### src/rtl/decode_hazard_unit.sv
module decode_hazard_unit #(
  parameter int DW = 16,
  parameter int AW = 3
) (
  input  logic [AW-1:0] id_rs,
  input  logic [AW-1:0] id_rt,
  input  logic          id_use_rs,
  input  logic          id_use_rt,
  input  logic          id_blt,
  input  logic          id_beq,
  input  logic          id_jr,
  input  logic          id_trap,
  input  logic [AW-1:0] ex_rd,
  input  logic          ex_wen,
  input  logic [AW-1:0] mem_rd,
  input  logic          mem_wen,
  input  logic          mem_access,
  input  logic [AW-1:0] wb_rd,
  input  logic          wb_wen,
  input  logic [DW-1:0] rf_a,
  input  logic [DW-1:0] rf_b,
  input  logic [DW-1:0] mem_res,
  input  logic [DW-1:0] wb_data,
  output logic [1:0]    fwd_a_sel,
  output logic [1:0]    fwd_b_sel,
  output logic [DW-1:0] opnd_a,
  output logic [DW-1:0] opnd_b,
  output logic          br_taken,
  output logic [1:0]    pc_sel,
  output logic          pc_en,
  output logic          ifid_hold,
  output logic          ifid_nop,
  output logic          idex_bubble
);
  localparam logic [1:0] SEL_RF  = 2'b00;
  localparam logic [1:0] SEL_MEM = 2'b01;
  localparam logic [1:0] SEL_WB  = 2'b10;

  localparam logic [1:0] PC_SEQ  = 2'b00;
  localparam logic [1:0] PC_BR   = 2'b01;
  localparam logic [1:0] PC_REG  = 2'b10;
  localparam logic [1:0] PC_ZERO = 2'b11;

  function automatic logic [1:0] pick(input logic [AW-1:0] src);
    if (mem_wen && mem_rd == src)     pick = SEL_MEM;
    else if (wb_wen && wb_rd == src)  pick = SEL_WB;
    else                              pick = SEL_RF;
  endfunction

  assign fwd_a_sel = pick(id_rs);
  assign fwd_b_sel = pick(id_rt);

  always_comb begin
    case (fwd_a_sel)
      SEL_MEM: opnd_a = mem_res;
      SEL_WB:  opnd_a = wb_data;
      default: opnd_a = rf_a;
    endcase
    case (fwd_b_sel)
      SEL_MEM: opnd_b = mem_res;
      SEL_WB:  opnd_b = wb_data;
      default: opnd_b = rf_b;
    endcase
  end

  logic stall, cond_hit, redirect;

  assign stall = ex_wen && ((id_use_rs && ex_rd == id_rs) ||
                            (id_use_rt && ex_rd == id_rt));

  assign cond_hit = (id_blt && opnd_a[DW-1]) || (id_beq && (opnd_a == '0));

  assign redirect = !stall && (id_trap || id_jr || cond_hit);

  always_comb begin
    pc_sel = PC_SEQ;
    if (!stall) begin
      if (id_trap)       pc_sel = PC_ZERO;
      else if (id_jr)    pc_sel = PC_REG;
      else if (cond_hit) pc_sel = PC_BR;
    end
  end

  assign br_taken    = !stall && !id_trap && !id_jr && cond_hit;
  assign pc_en       = !stall && (redirect || !mem_access);
  assign ifid_hold   = stall;
  assign ifid_nop    = !stall && (redirect || mem_access);
  assign idex_bubble = stall;
endmodule

### config.mk
export PLATFORM = sky130hd
export DESIGN_NAME = decode_hazard_unit
export DESIGN_NICKNAME = d
export VERILOG_FILES = /design/src/rtl/decode_hazard_unit.sv
export SDC_FILE = /design/constraint.sdc
export NUM_CORES = 1
export LEC_CHECK = 0
export ABC_AREA = 1
export BUFFER_PORTS_ARGS = -buffer_cell sky130_fd_sc_hd__buf_2
export CAP_MARGIN = 10
export CORE_AREA = 3 3 63 65
export DETAILED_ROUTE_END_ITERATION = 10
export DIE_AREA = 0 0 66 68
export GPL_TIMING_DRIVEN = 1
export PLACE_DENSITY_LB_ADDON = 0.1
export SLEW_MARGIN = 10
export SYNTH_ARGS = -nofsm -noshare
export SYNTH_HDL_FRONTEND = slang
export SYNTH_SLANG_ARGS = --single-unit
### constraint.sdc
create_clock -name vclk -period 2
set_clock_uncertainty 0.05 [all_clocks]
set_input_delay 0.3 -clock vclk [all_inputs]
set_output_delay 0.3 -clock vclk [all_outputs]
set_load 0.02 [all_outputs]
==> results of run 1 <==
-- worst max-delay path by stage --
stage | depth (start not counted) | slack, ns | endpoint | start
2_1_floorplan | 16 | -0.05 | br_taken | id_rs[2]
6_report | 18 | -0.36 | br_taken | id_rs[1]
4_1_cts | 19 | -0.33 | br_taken | id_rs[0]
3_3_place_gp | 19 | -0.54 | br_taken | id_rs[2]
3_5_place_dp | 14 | -0.55 | ifid_nop | id_rs[2]
5_1_grt | 18 | -0.48 | br_taken | mem_rd[1]
-- per-layer routing --
metal | up-vias | routed length, um | track usage
li1 | 1178 | - | -
met5 | - | 0 | 0
met2 | 165 | 3670 | 0.487
met1 | 1126 | 2540 | 0.302
met3 | 25 | 650 | 0.0296
met4 | 0 | 225 | 0.0228
-- where the power goes --
| part | internal, mW | switching (mW) | total (mW) |
|---|---|---|---|
| Sequential | 0 | 0 | 0 |
| Clock | 0 | 0 | 0 |
| Combinational | 0.386 | 0.464 | 0.850 |
| Total | 0.386 | 0.464 | 0.850 |
-- timing repair --
action	in CTS	in global routing
hold buffers	0	0
gates resized for setup	51	100
setup endpoints to repair	22	27
pin swaps	17	37
cloned	2	2
buffers inserted	5	2
-- area by class of cell --
class	instances	area share
Timing Repair Buffer	174	0.411
Tap cell	46	0.0193
Inverter	40	0.0605
Multi-Input combinational cell	216	0.509
-- logic make-up after synthesis --
family / synth area share
simple gates: 0.723
buf+inv: 0.164
compound gates: 0.0860
xor+xnor: 0.0271
-- through the flow --
step,util,std cells
finish,0.879,476
global route,0.879,476
CTS,0.774,474
detailed placement,0.703,467
global placement,0.703,467
floorplan,-,263
-- layout by cell type (no fill, tap or decap), types with 2 or more instances in the layout --
cell       n
buf_2    105
nand2_1   59
nand3_1   35
buf_4     33
buf_6     30
inv_1     29
nand2_2   24
nor2_4    14
nand3_2   13
nor2_1    13
nand3_4   12
nand2_4   10
nor2_2    10
inv_2      6
o21ai_0    5
inv_6      3
a21oi_1    3
nand2_8    3
buf_12     3
o21ai_2    2
xor2_1     2
xnor2_1    2
o22ai_1    2
o21a_1     2
buf_8      2
==> load_flow_metrics.sql, run 1 <==
INSERT INTO impl_metrics (metric_group, metric, value, unit) VALUES
('status', 'status', 'finished, violations left', ''),
('status', 'violated_checks', 'negative setup slack', ''),
('worst_setup_path', 'path_cells', 'buf_6 > inv_6 > nand2_2 > nand2_2 > nor2_4 > nand2_4 > inv_4 > buf_8 > nand2_1 > o21ai_2 > nor2_2 > nand2_1 > nor2_2 > nand3_2 > nand2_2 > nand3b_4 > nor2_4 > buf_6', ''),
('yosys', 'synth_top_cell_area_share', '0.252', ''),
('worst_hold_path', 'hold_path_end', 'br_taken', ''),
('sta', 'min_period_over_period', '1.18', ''),
('placement', 'gp_routability_congestion', '0.879', ''),
('die', 'floorplan_die_width', '66', 'um'),
('drt', 'remaining_drc_errors', '0', ''),
('drt', 'detail_route.first_pass.iterations', '4', ''),
('worst_setup_path', 'critical-path-slowest-cell', 'nand2_4', ''),
('sta', 'tns', '-1.41', 'ns'),
('placement', 'placed_cell_area', '2380', 'sq um'),
('final_layout', 'ff_latch_area', '0', 'sq um'),
('worst_setup_path', 'worst_ep_required_time', '1.65', 'ns'),
('sta', 'worst_slack', '-0.359', 'ns'),
('worst_setup_path', 'cp_slowest_stage_delay', '0.15', 'ns'),
('yosys', 'synth-seq-area-share', '0', ''),
('die', 'die_h', '68', 'um'),
('power', 'power_density', '285', 'nW/um^2'),
('final_layout', 'n_antenna_cell', '0', ''),
('sta', 'slew_violations', '0', ''),
('yosys', 'synth_fp_nets', '352', ''),
('die', 'core_area', '3390', 'sq um'),
('die', 'initial_utilization', '0.382', ''),
('worst_setup_path', 'largest_delay_contributor_family_on_the_critical_path', 'simple AND/OR/NAND/NOR gates', ''),
('yosys', 'synthesis.area', '1290', 'sq um'),
('final_layout', 'layout.filler_cells', '202', ''),
('global_route', 'number_of_antenna_violations_at_the_first_check_in_global_routing', '0', ''),
('worst_setup_path', 'crit_path_start_kind', 'primary input', ''),
('power', 'maximum_vdd_drop', '0.160', 'mV'),
('worst_setup_path', 'most_used_cell_cp', 'nand2_2', ''),
('power', 'post-layout-total-power', '0.850', 'mW'),
('sta', 'setup_viol_count_final', '7', ''),
('worst_hold_path', 'worstHoldStart', 'id_trap', ''),
('final_layout', 'n_sequential_cell', '0', ''),
('yosys', 'synth.largest_area_cell', 'nand2_1', ''),
('worst_hold_path', 'hold_class', 'primary input to output port', ''),
('sta', 'worst-slew-pin-transition', '0.304', 'ns'),
('yosys', 'syn-mean-instance-area', '4.92', 'sq um'),
('global_route', 'grt_start_max_net_pins', '17', ''),
('placement', 'io_buffers', '132', ''),
('global_route', 'globalRouteTotalUtil', '0.250', ''),
('worst_setup_path', 'worstPathMaxFanout', '8', ''),
('drt', 'ant_nets', '0', ''),
('yosys', 'yosys_warnings', '0', ''),
('worst_hold_path', 'holdPathStages', '3', ''),
('placement', 'placement.setup.worst_slack', '-0.547', 'ns'),
('drt', 'detail_route.wirelength', '7080', 'um'),
('sta', 'report.final.hold_viol_count', '0', ''),
('placement', 'hpwl', '4640', 'um'),
('final_layout', 'area_growth_syn_to_layout', '130', '%'),
('worst_setup_path', 'critical_path_arrival', '2.01', 'ns'),
('worst_setup_path', 'path_buf_inv', '5', ''),
('final_layout', 'multi_input_area', '1520', 'sq um'),
('run', 'maxCapViolations', '0', ''),
('global_route', 'global_route.overflow_total', '0', ''),
('sta', 'final.min_clock_period', '2.36', 'ns'),
('worst_setup_path', 'worstSetupPathType', 'primary input to output port', ''),
('sta', 'fmax', '424', 'MHz'),
('yosys', 'synthDistinctLibCells', '27', ''),
('yosys', 'synth.cells.most_frequent', 'nand2_1, nand3_1, inv_1, nor2_1, nand3_2', ''),
('yosys', 'synth_most_common_cell', 'nand2_1', ''),
('global_route', 'grt_first_pass_wirelength', '9000', 'um'),
('worst_setup_path', 'setup.worst_path.end_class', 'output port', ''),
('final_layout', 'finalNetCount', '521', ''),
('sta', 'fin_hold_ws', '0.835', 'ns'),
('die', 'floorplan.io_pins', '132', ''),
('die', 'core.rowCount', '21', ''),
('sta', 'relSlewSlack', '0.795', ''),
('drt', 'drt_iter0_drc', '160', ''),
('drt', 'viasPerCell', '5.24', ''),
('final_layout', 'drive_gt1_frac', '0.642', ''),
('drt', 'vias', '2494', ''),
('die', 'floorplan.die_area', '4490', 'sq um'),
('yosys', 'syn_inst', '263', ''),
('sta', 'setup_repair_after_global_routing_missed_its_margin', 'true', ''),
('power', 'static-leakage-power', '1.67', 'nW'),
('drt', 'drt-wirelength-per-cell', '14.9', 'um'),
('yosys', 'synth_top_cells_by_area', 'nand2_1, nand3_1, nand3_2', ''),
('final_layout', 'final_cell_area', '2980', 'sq um'),
('global_route', 'grt_pass1_vias', '2015', ''),
('final_layout', 'final.clkbuf_count', '0', '');
Power figures use the tool's default switching activity.
==> run 2, diff against run 1 <==
PLACE_DENSITY = 0.9   (was not set)
PLACE_DENSITY_LB_ADDON = not set   (was 0.1)
==> run 2 against run 1 <==
Compared with the run above:
- synthesized area stayed put
- the run now fails in 5_1_grt
- synthesized cell count stayed put
==> load_flow_metrics.sql, run 2 <==
INSERT INTO impl_metrics (metric_group, metric, value, unit) VALUES
('status', 'status', 'aborted with a tool error', ''),
('status', 'stop_stage', '5_1_grt', ''),
('status', 'flow.first_error', '[ERROR DPL-0033] detailed placement checks failed during check placement.', ''),
('die', 'core.rowCount', '21', ''),
('die', 'floorplan_die_width', '66', 'um'),
('yosys', 'synth-seq-area-share', '0', ''),
('placement', 'gp_routability_congestion', '0.836', ''),
('sta', 'worst-endpoint-pin-kind', 'top-level output', ''),
('global_route', 'number_of_antenna_violations_at_the_first_check_in_global_routing', '0', ''),
('global_route', 'grt_start_max_net_pins', '18', ''),
('yosys', 'synth_fp_nets', '352', ''),
('yosys', 'syn_inst', '263', ''),
('die', 'floorplan.io_pins', '132', ''),
('yosys', 'synth_most_common_cell', 'nand2_1', ''),
('yosys', 'synthesis.area', '1290', 'sq um'),
('yosys', 'synthDistinctLibCells', '27', ''),
('die', 'initial_utilization', '0.382', ''),
('placement', 'placed_cell_area', '2370', 'sq um'),
('yosys', 'synth_top_cell_area_share', '0.252', ''),
('placement', 'placement.setup.worst_slack', '-0.470', 'ns'),
('placement', 'dpl.cell_count', '465', ''),
('yosys', 'synth_top_cells_by_area', 'nand2_1, nand3_1, nand3_2', ''),
('yosys', 'syn-mean-instance-area', '4.92', 'sq um'),
('yosys', 'yosys_warnings', '0', ''),
('sta', 'globalroute.repair_timing.worst_endpoint', 'br_taken', ''),
('yosys', 'synth.largest_area_cell', 'nand2_1', ''),
('placement', 'hpwl', '4780', 'um'),
('die', 'die_h', '68', 'um'),
('yosys', 'synth.cells.most_frequent', 'nand2_1, nand3_1, inv_1, nor2_1, nand3_2', ''),
('placement', 'io_buffers', '132', '');
==> run 2: cell counts after synthesis <==
No cell type changed its count.
==> run 2: logic make-up after synthesis <==
logic type | share of synthesized area
XOR/XNOR | 0.0271
AO/OA/AOI/OAI | 0.0860
AND/OR/NAND/NOR | 0.723
buffers and inverters | 0.164
==> run 2: stage by stage <==
| stage | util | hold WS (ns) |
|---|---|---|
| CTS | 0.777 | 0.839 |
| floorplan | - | 0.582 |
| detailed placement | 0.698 | 0.868 |
| global placement | 0.698 | 0.864 |
==> run 2: what timing repair did <==
action | in CTS
pin swaps | 21
endpoints found under the setup margin | 9
cloned | 1
setup buffers | 6
hold buffers | 0
gates resized for setup | 60
==> run 3, diff against run 2 <==
CORE_AREA = 3 3 64 66   (was 3 3 63 65)
DIE_AREA = 0 0 67 69   (was 0 0 66 68)
PLACE_DENSITY = not set   (was 0.9)
PLACE_DENSITY_LB_ADDON = 0.15   (was not set)
==> run 3 against run 2 <==
Compared with the run above:
- the flow now finishes, with violations (negative setup slack)
==> load_flow_metrics.sql, run 3 (same netlist as run 1, synthesis figures left out) <==
INSERT INTO impl_metrics (metric_group, metric, value, unit) VALUES
('status', 'status', 'finished, violations left', ''),
('status', 'violated_checks', 'negative setup slack', ''),
('final_layout', 'finalCoreUtilization', '0.853', ''),
('worst_setup_path', 'number_of_cells_on_the_critical_path', '18', ''),
('sta', 'setup_repair_after_global_routing_missed_its_margin', 'true', ''),
('global_route', 'grt_first_pass_wirelength', '8850', 'um'),
('worst_setup_path', 'path_cells', 'buf_8 > inv_6 > nand2_2 > nand2_2 > nor2_4 > nand2_4 > inv_4 > buf_6 > nand2_1 > nand2_2 > nor2_4 > nand3_2 > nor2_4 > nand3_2 > nand2_2 > nand3b_4 > nor2_4 > buf_6', ''),
('global_route', 'number_of_antenna_violations_at_the_first_check_in_global_routing', '0', ''),
('worst_setup_path', 'critical_path_arrival', '1.98', 'ns'),
('worst_setup_path', 'setup.worst_path.end_class', 'output port', ''),
('sta', 'min_period_over_period', '1.16', ''),
('placement', 'placement.setup.worst_slack', '-0.512', 'ns'),
('sta', 'report.final.hold_viol_count', '0', ''),
('final_layout', 'final.clkbuf_count', '0', ''),
('worst_setup_path', 'cp_slowest_stage_delay', '0.14', 'ns'),
('drt', 'vias', '2448', ''),
('sta', 'final.min_clock_period', '2.33', 'ns'),
('die', 'initial_utilization', '0.356', ''),
('power', 'maximum_vdd_drop', '0.176', 'mV'),
('sta', 'setup_viol_count_final', '4', ''),
('worst_setup_path', 'largest_delay_contributor_family_on_the_critical_path', 'simple AND/OR/NAND/NOR gates', ''),
('worst_setup_path', 'critical-path-slowest-cell', 'nand2_4', ''),
('run', 'maxCapViolations', '0', ''),
('drt', 'drt-wirelength-per-cell', '14.7', 'um'),
('die', 'die_h', '69', 'um'),
('worst_setup_path', 'crit_path_start_kind', 'primary input', ''),
('final_layout', 'n_sequential_cell', '0', ''),
('final_layout', 'drive_gt1_frac', '0.706', ''),
('die', 'floorplan_die_width', '67', 'um'),
('worst_setup_path', 'cp-endpoint', 'br_taken', ''),
('power', 'post-layout-total-power', '0.872', 'mW'),
('worst_setup_path', 'critical_path.startpoint', 'id_rs[1]', ''),
('final_layout', 'ff_latch_area', '0', 'sq um'),
('clock_network', 'cts_hold_repair.buffers', '0', ''),
('final_layout', 'layout.filler_cells', '219', ''),
('final_layout', 'finalNetCount', '519', ''),
('final_layout', 'area_growth_syn_to_layout', '139', '%'),
('final_layout', 'finalNonFillerCells', '476', ''),
('power', 'power_density', '281', 'nW/um^2'),
('worst_setup_path', 'path_buf_inv', '5', ''),
('placement', 'dpl.cell_count', '465', ''),
('sta', 'tns', '-1.23', 'ns'),
('die', 'core.rowCount', '22', ''),
('power', 'static-leakage-power', '1.73', 'nW'),
('global_route', 'global_route.overflow_total', '0', ''),
('sta', 'slew_violations', '0', ''),
('worst_setup_path', 'worstPathMaxFanout', '8', ''),
('die', 'core_area', '3630', 'sq um'),
('worst_setup_path', 'worst_ep_required_time', '1.65', 'ns'),
('final_layout', 'n_antenna_cell', '0', ''),
('sta', 'worst_slack', '-0.329', 'ns'),
('drt', 'viasPerCell', '5.14', ''),
('placement', 'io_buffers', '132', ''),
('global_route', 'grt_start_max_net_pins', '18', ''),
('die', 'floorplan.io_pins', '132', ''),
('final_layout', 'final_cell_mix', 'buf_2, nand2_1, nand2_2, buf_6', ''),
('drt', 'remaining_drc_errors', '0', ''),
('worst_hold_path', 'hold_class', 'primary input to output port', ''),
('drt', 'drt_iter0_drc', '129', ''),
('global_route', 'globalRouteTotalUtil', '0.230', ''),
('sta', 'relSlewSlack', '0.806', ''),
('drt', 'detail_route.wirelength', '6990', 'um'),
('placement', 'hpwl', '4540', 'um'),
('final_layout', 'layout_commonest_cell', 'buf_2', ''),
('placement', 'gp_routability_congestion', '0.869', ''),
('drt', 'ant_nets', '0', ''),
('sta', 'worst-slew-pin-transition', '0.288', 'ns'),
('die', 'floorplan.die_area', '4620', 'sq um'),
('drt', 'detail_route.first_pass.iterations', '4', ''),
('global_route', 'grt_pass1_vias', '2108', ''),
('worst_setup_path', 'worstSetupPathType', 'primary input to output port', ''),
('sta', 'fmax', '429', 'MHz');
run 3: power by group:
part	leakage, nW	switching (mW)	internal [mW]
clock network	0	0	0
logic	1.73	0.469	0.403
registers	0	0	0
total	1.73	0.469	0.403
run 3: worst min-delay path by stage:
stage	slack, ns	to	startpoint	cells past startpoint
finish	0.84	br_taken	id_trap	3
floorplan	0.58	br_taken	id_trap	1
CTS	0.82	br_taken	id_trap	3
global placement	0.85	br_taken	id_trap	3
detailed placement	0.85	br_taken	id_trap	3
global route	0.85	br_taken	id_trap	3
run 3: metal layers:
layer	GRT usage	part of all wire	up-vias
met5	0	0	-
met3	0.0261	0.093	20
li1	-	-	1171
met1	0.275	0.35	1126
met2	0.433	0.53	131
met4	0.0315	0.029	0
run 3: final cells by class:
class / count / area (sq um) / area share
well taps: 48 / 60.1 / 0.0194
multi-input cells: 216 / 1590 / 0.514
inverters: 40 / 180 / 0.0581
repair buffers: 172 / 1270 / 0.409
run 3: per-stage QoR:
step	instance area (sq um)	hold WS, ns
6_report	3100	0.837
5_1_grt	3100	0.855
4_1_cts	2590	0.823
3_5_place_dp	2350	0.853
3_3_place_gp	2350	0.854
2_1_floorplan	1450	0.582
run 3: repair_timing:
action	4_1_cts	5_1_grt
setup endpoints to repair	9	28
buffers inserted	8	4
resized for setup	48	140
endpoints found under the hold margin	0	0
cloned	0	3
pin swaps	17	36
==> run 4, diff against run 3 <==
BUFFER_PORTS_ARGS = not set   (was -buffer_cell sky130_fd_sc_hd__buf_2)
DONT_BUFFER_PORTS = 1   (was not set)
REMOVE_ABC_BUFFERS = 1   (was not set)
==> run 4 against run 3 <==
Compared with the run above:
- the flow still finishes with violations (negative setup slack)
- final area decreased by 36%
- maximum frequency rose by 10%
- critical path depth fell by 2
- utilization decreased by 31 points
- total power is 37% lower
- sequential share of layout area unchanged
- clock-buffer cell count is the same
- routed wire length down 25%
- flip-flop and latch count stayed put
- critical path type unchanged
- critical endpoint is now ifid_nop
- largest cell class unchanged
- highest routed layer unchanged
==> load_flow_metrics.sql, run 4 (same netlist as run 1, synthesis figures left out) <==
INSERT INTO impl_metrics (metric_group, metric, value, unit) VALUES
('run', 'maxCapViolations', '0', ''),
('final_layout', 'n_sequential_cell', '0', ''),
('worst_setup_path', 'path_cells', 'inv_8 > nand2_4 > nand2_4 > nor2_4 > nand2_4 > buf_6 > nand2_8 > inv_6 > nand2_2 > nand2_2 > nor2_4 > nand2_2 > nor2_2 > nand3_2 > nand3_1 > o21a_1', ''),
('placement', 'hpwl', '4070', 'um'),
('worst_setup_path', 'cp_slowest_stage_delay', '0.23', 'ns'),
('final_layout', 'ff_latch_area', '0', 'sq um'),
('sta', 'report.final.hold_viol_count', '0', ''),
('status', 'violated_checks', 'negative setup slack', ''),
('global_route', 'globalRouteTotalUtil', '0.195', ''),
('drt', 'viasPerCell', '5.25', ''),
('sta', 'relSlewSlack', '0.751', ''),
('die', 'initial_utilization', '0.356', ''),
('sta', 'fmax', '474', 'MHz'),
('final_layout', 'area_growth_syn_to_layout', '53.3', '%'),
('sta', 'setup_repair_after_global_routing_missed_its_margin', 'true', ''),
('drt', 'drt-wirelength-per-cell', '14.8', 'um'),
('worst_setup_path', 'setup.worst_path.end_class', 'output port', ''),
('power', 'power_density', '277', 'nW/um^2'),
('global_route', 'grt_pass1_vias', '1693', ''),
('sta', 'setup_viol_count_final', '4', ''),
('final_layout', 'final_cell_mix', 'nand2_1, buf_4, nand3_1, inv_1, nand2_2', ''),
('worst_setup_path', 'critical_path_arrival', '1.76', 'ns'),
('placement', 'dpl.cell_count', '342', ''),
('final_layout', 'drive_gt1_frac', '0.418', ''),
('sta', 'worst-slew-pin-transition', '0.373', 'ns'),
('placement', 'placement.setup.worst_slack', '-0.237', 'ns'),
('worst_setup_path', 'worst_ep_required_time', '1.65', 'ns'),
('final_layout', 'final.clkbuf_count', '0', ''),
('sta', 'final.min_clock_period', '2.11', 'ns'),
('worst_setup_path', 'worstPathMaxFanout', '5', ''),
('global_route', 'number_of_antenna_violations_at_the_first_check_in_global_routing', '0', ''),
('final_layout', 'finalNonFillerCells', '352', ''),
('status', 'status', 'finished, violations left', ''),
('power', 'post-layout-total-power', '0.549', 'mW'),
('placement', 'gp_routability_congestion', '0.791', ''),
('sta', 'slew_violations', '0', ''),
('die', 'core.rowCount', '22', ''),
('worst_setup_path', 'worstSetupPathType', 'primary input to output port', ''),
('drt', 'drt_iter0_drc', '54', ''),
('placement', 'io_buffers', '0', ''),
('final_layout', 'finalNetCount', '395', ''),
('power', 'static-leakage-power', '1.05', 'nW'),
('worst_setup_path', 'crit_path_start_kind', 'primary input', ''),
('clock_network', 'cts_hold_repair.buffers', '0', ''),
('global_route', 'grt_first_pass_wirelength', '7450', 'um'),
('drt', 'detail_route.first_pass.iterations', '4', ''),
('drt', 'vias', '1848', ''),
('die', 'die_h', '69', 'um'),
('die', 'core_area', '3630', 'sq um'),
('worst_hold_path', 'hold_class', 'primary input to output port', ''),
('global_route', 'global_route.overflow_total', '0', ''),
('final_layout', 'n_antenna_cell', '0', ''),
('drt', 'remaining_drc_errors', '0', ''),
('die', 'floorplan.io_pins', '132', ''),
('global_route', 'grt_start_max_net_pins', '18', ''),
('sta', 'min_period_over_period', '1.06', ''),
('placement', 'placed_cell_area', '1610', 'sq um'),
('sta', 'worst_slack', '-0.112', 'ns'),
('die', 'floorplan_die_width', '67', 'um'),
('die', 'floorplan.die_area', '4620', 'sq um'),
('final_layout', 'layout_commonest_cell', 'nand2_1', ''),
('drt', 'ant_nets', '0', ''),
('worst_setup_path', 'critical-path-slowest-cell', 'o21a_1', ''),
('drt', 'detail_route.wirelength', '5220', 'um'),
('final_layout', 'final_cell_area', '1990', 'sq um'),
('power', 'maximum_vdd_drop', '0.107', 'mV');
==> run 4: power breakdown <==
group,switching [mW],internal (mW),leakage (nW)
sequential,0,0,0
combinational,0.330,0.219,1.05
clock,0,0,0
total,0.330,0.219,1.05
==> run 4: path summary, 6_finish.rpt <==
check | from | to | slack [ns] | cells after the start
min | id_trap | br_taken | 0.58 | 1
max | id_rs[1] | ifid_nop | -0.11 | 16
==> run 4: layer usage <==
layer | vias up | part of all wire | GRT usage | wire length, um
met2 | 79 | 0.55 | 0.396 | 2860
met3 | 4 | 0.089 | 0.0489 | 466
met4 | 0 | 0.0065 | 0.0113 | 34
met5 | - | 0 | 0 | 0
met1 | 842 | 0.36 | 0.196 | 1870
li1 | 923 | - | - | -
==> run 4: what timing repair did <==
action | CTS | global route
gates resized for setup | 28 | 58
gates cloned | 0 | 1
endpoints found under the setup margin | 4 | 5
pin swaps | 22 | 32
buffers inserted | 7 | 2
==> run 4: area by class of cell <==
class | count | area [sq um]
Timing Repair Buffer | 50 | 429
Multi-Input combinational cell | 214 | 1290
Inverter | 40 | 204
Fill cell | 384 | 1650
Tap cell | 48 | 60.1
==> run 4: per-stage QoR <==
| step | TNS [ns] | hold slack, ns | util |
|---|---|---|---|
| 2_1_floorplan | -12.32 | 0.598 | - |
| 3_3_place_gp | -0.794 | 0.600 | 0.444 |
| 3_5_place_dp | -0.829 | 0.600 | 0.444 |
| 4_1_cts | -0.469 | 0.580 | 0.479 |
| 5_1_grt | -0.800 | 0.585 | 0.546 |
| 6_report | -0.368 | 0.584 | 0.546 |
==> run 4: critical path: cells and delay by family <==
family,cells,cell delay [ns]
AO/OA/AOI/OAI,1,0.23
buffers and inverters,3,0.21
AND/OR/NAND/NOR,12,1.00
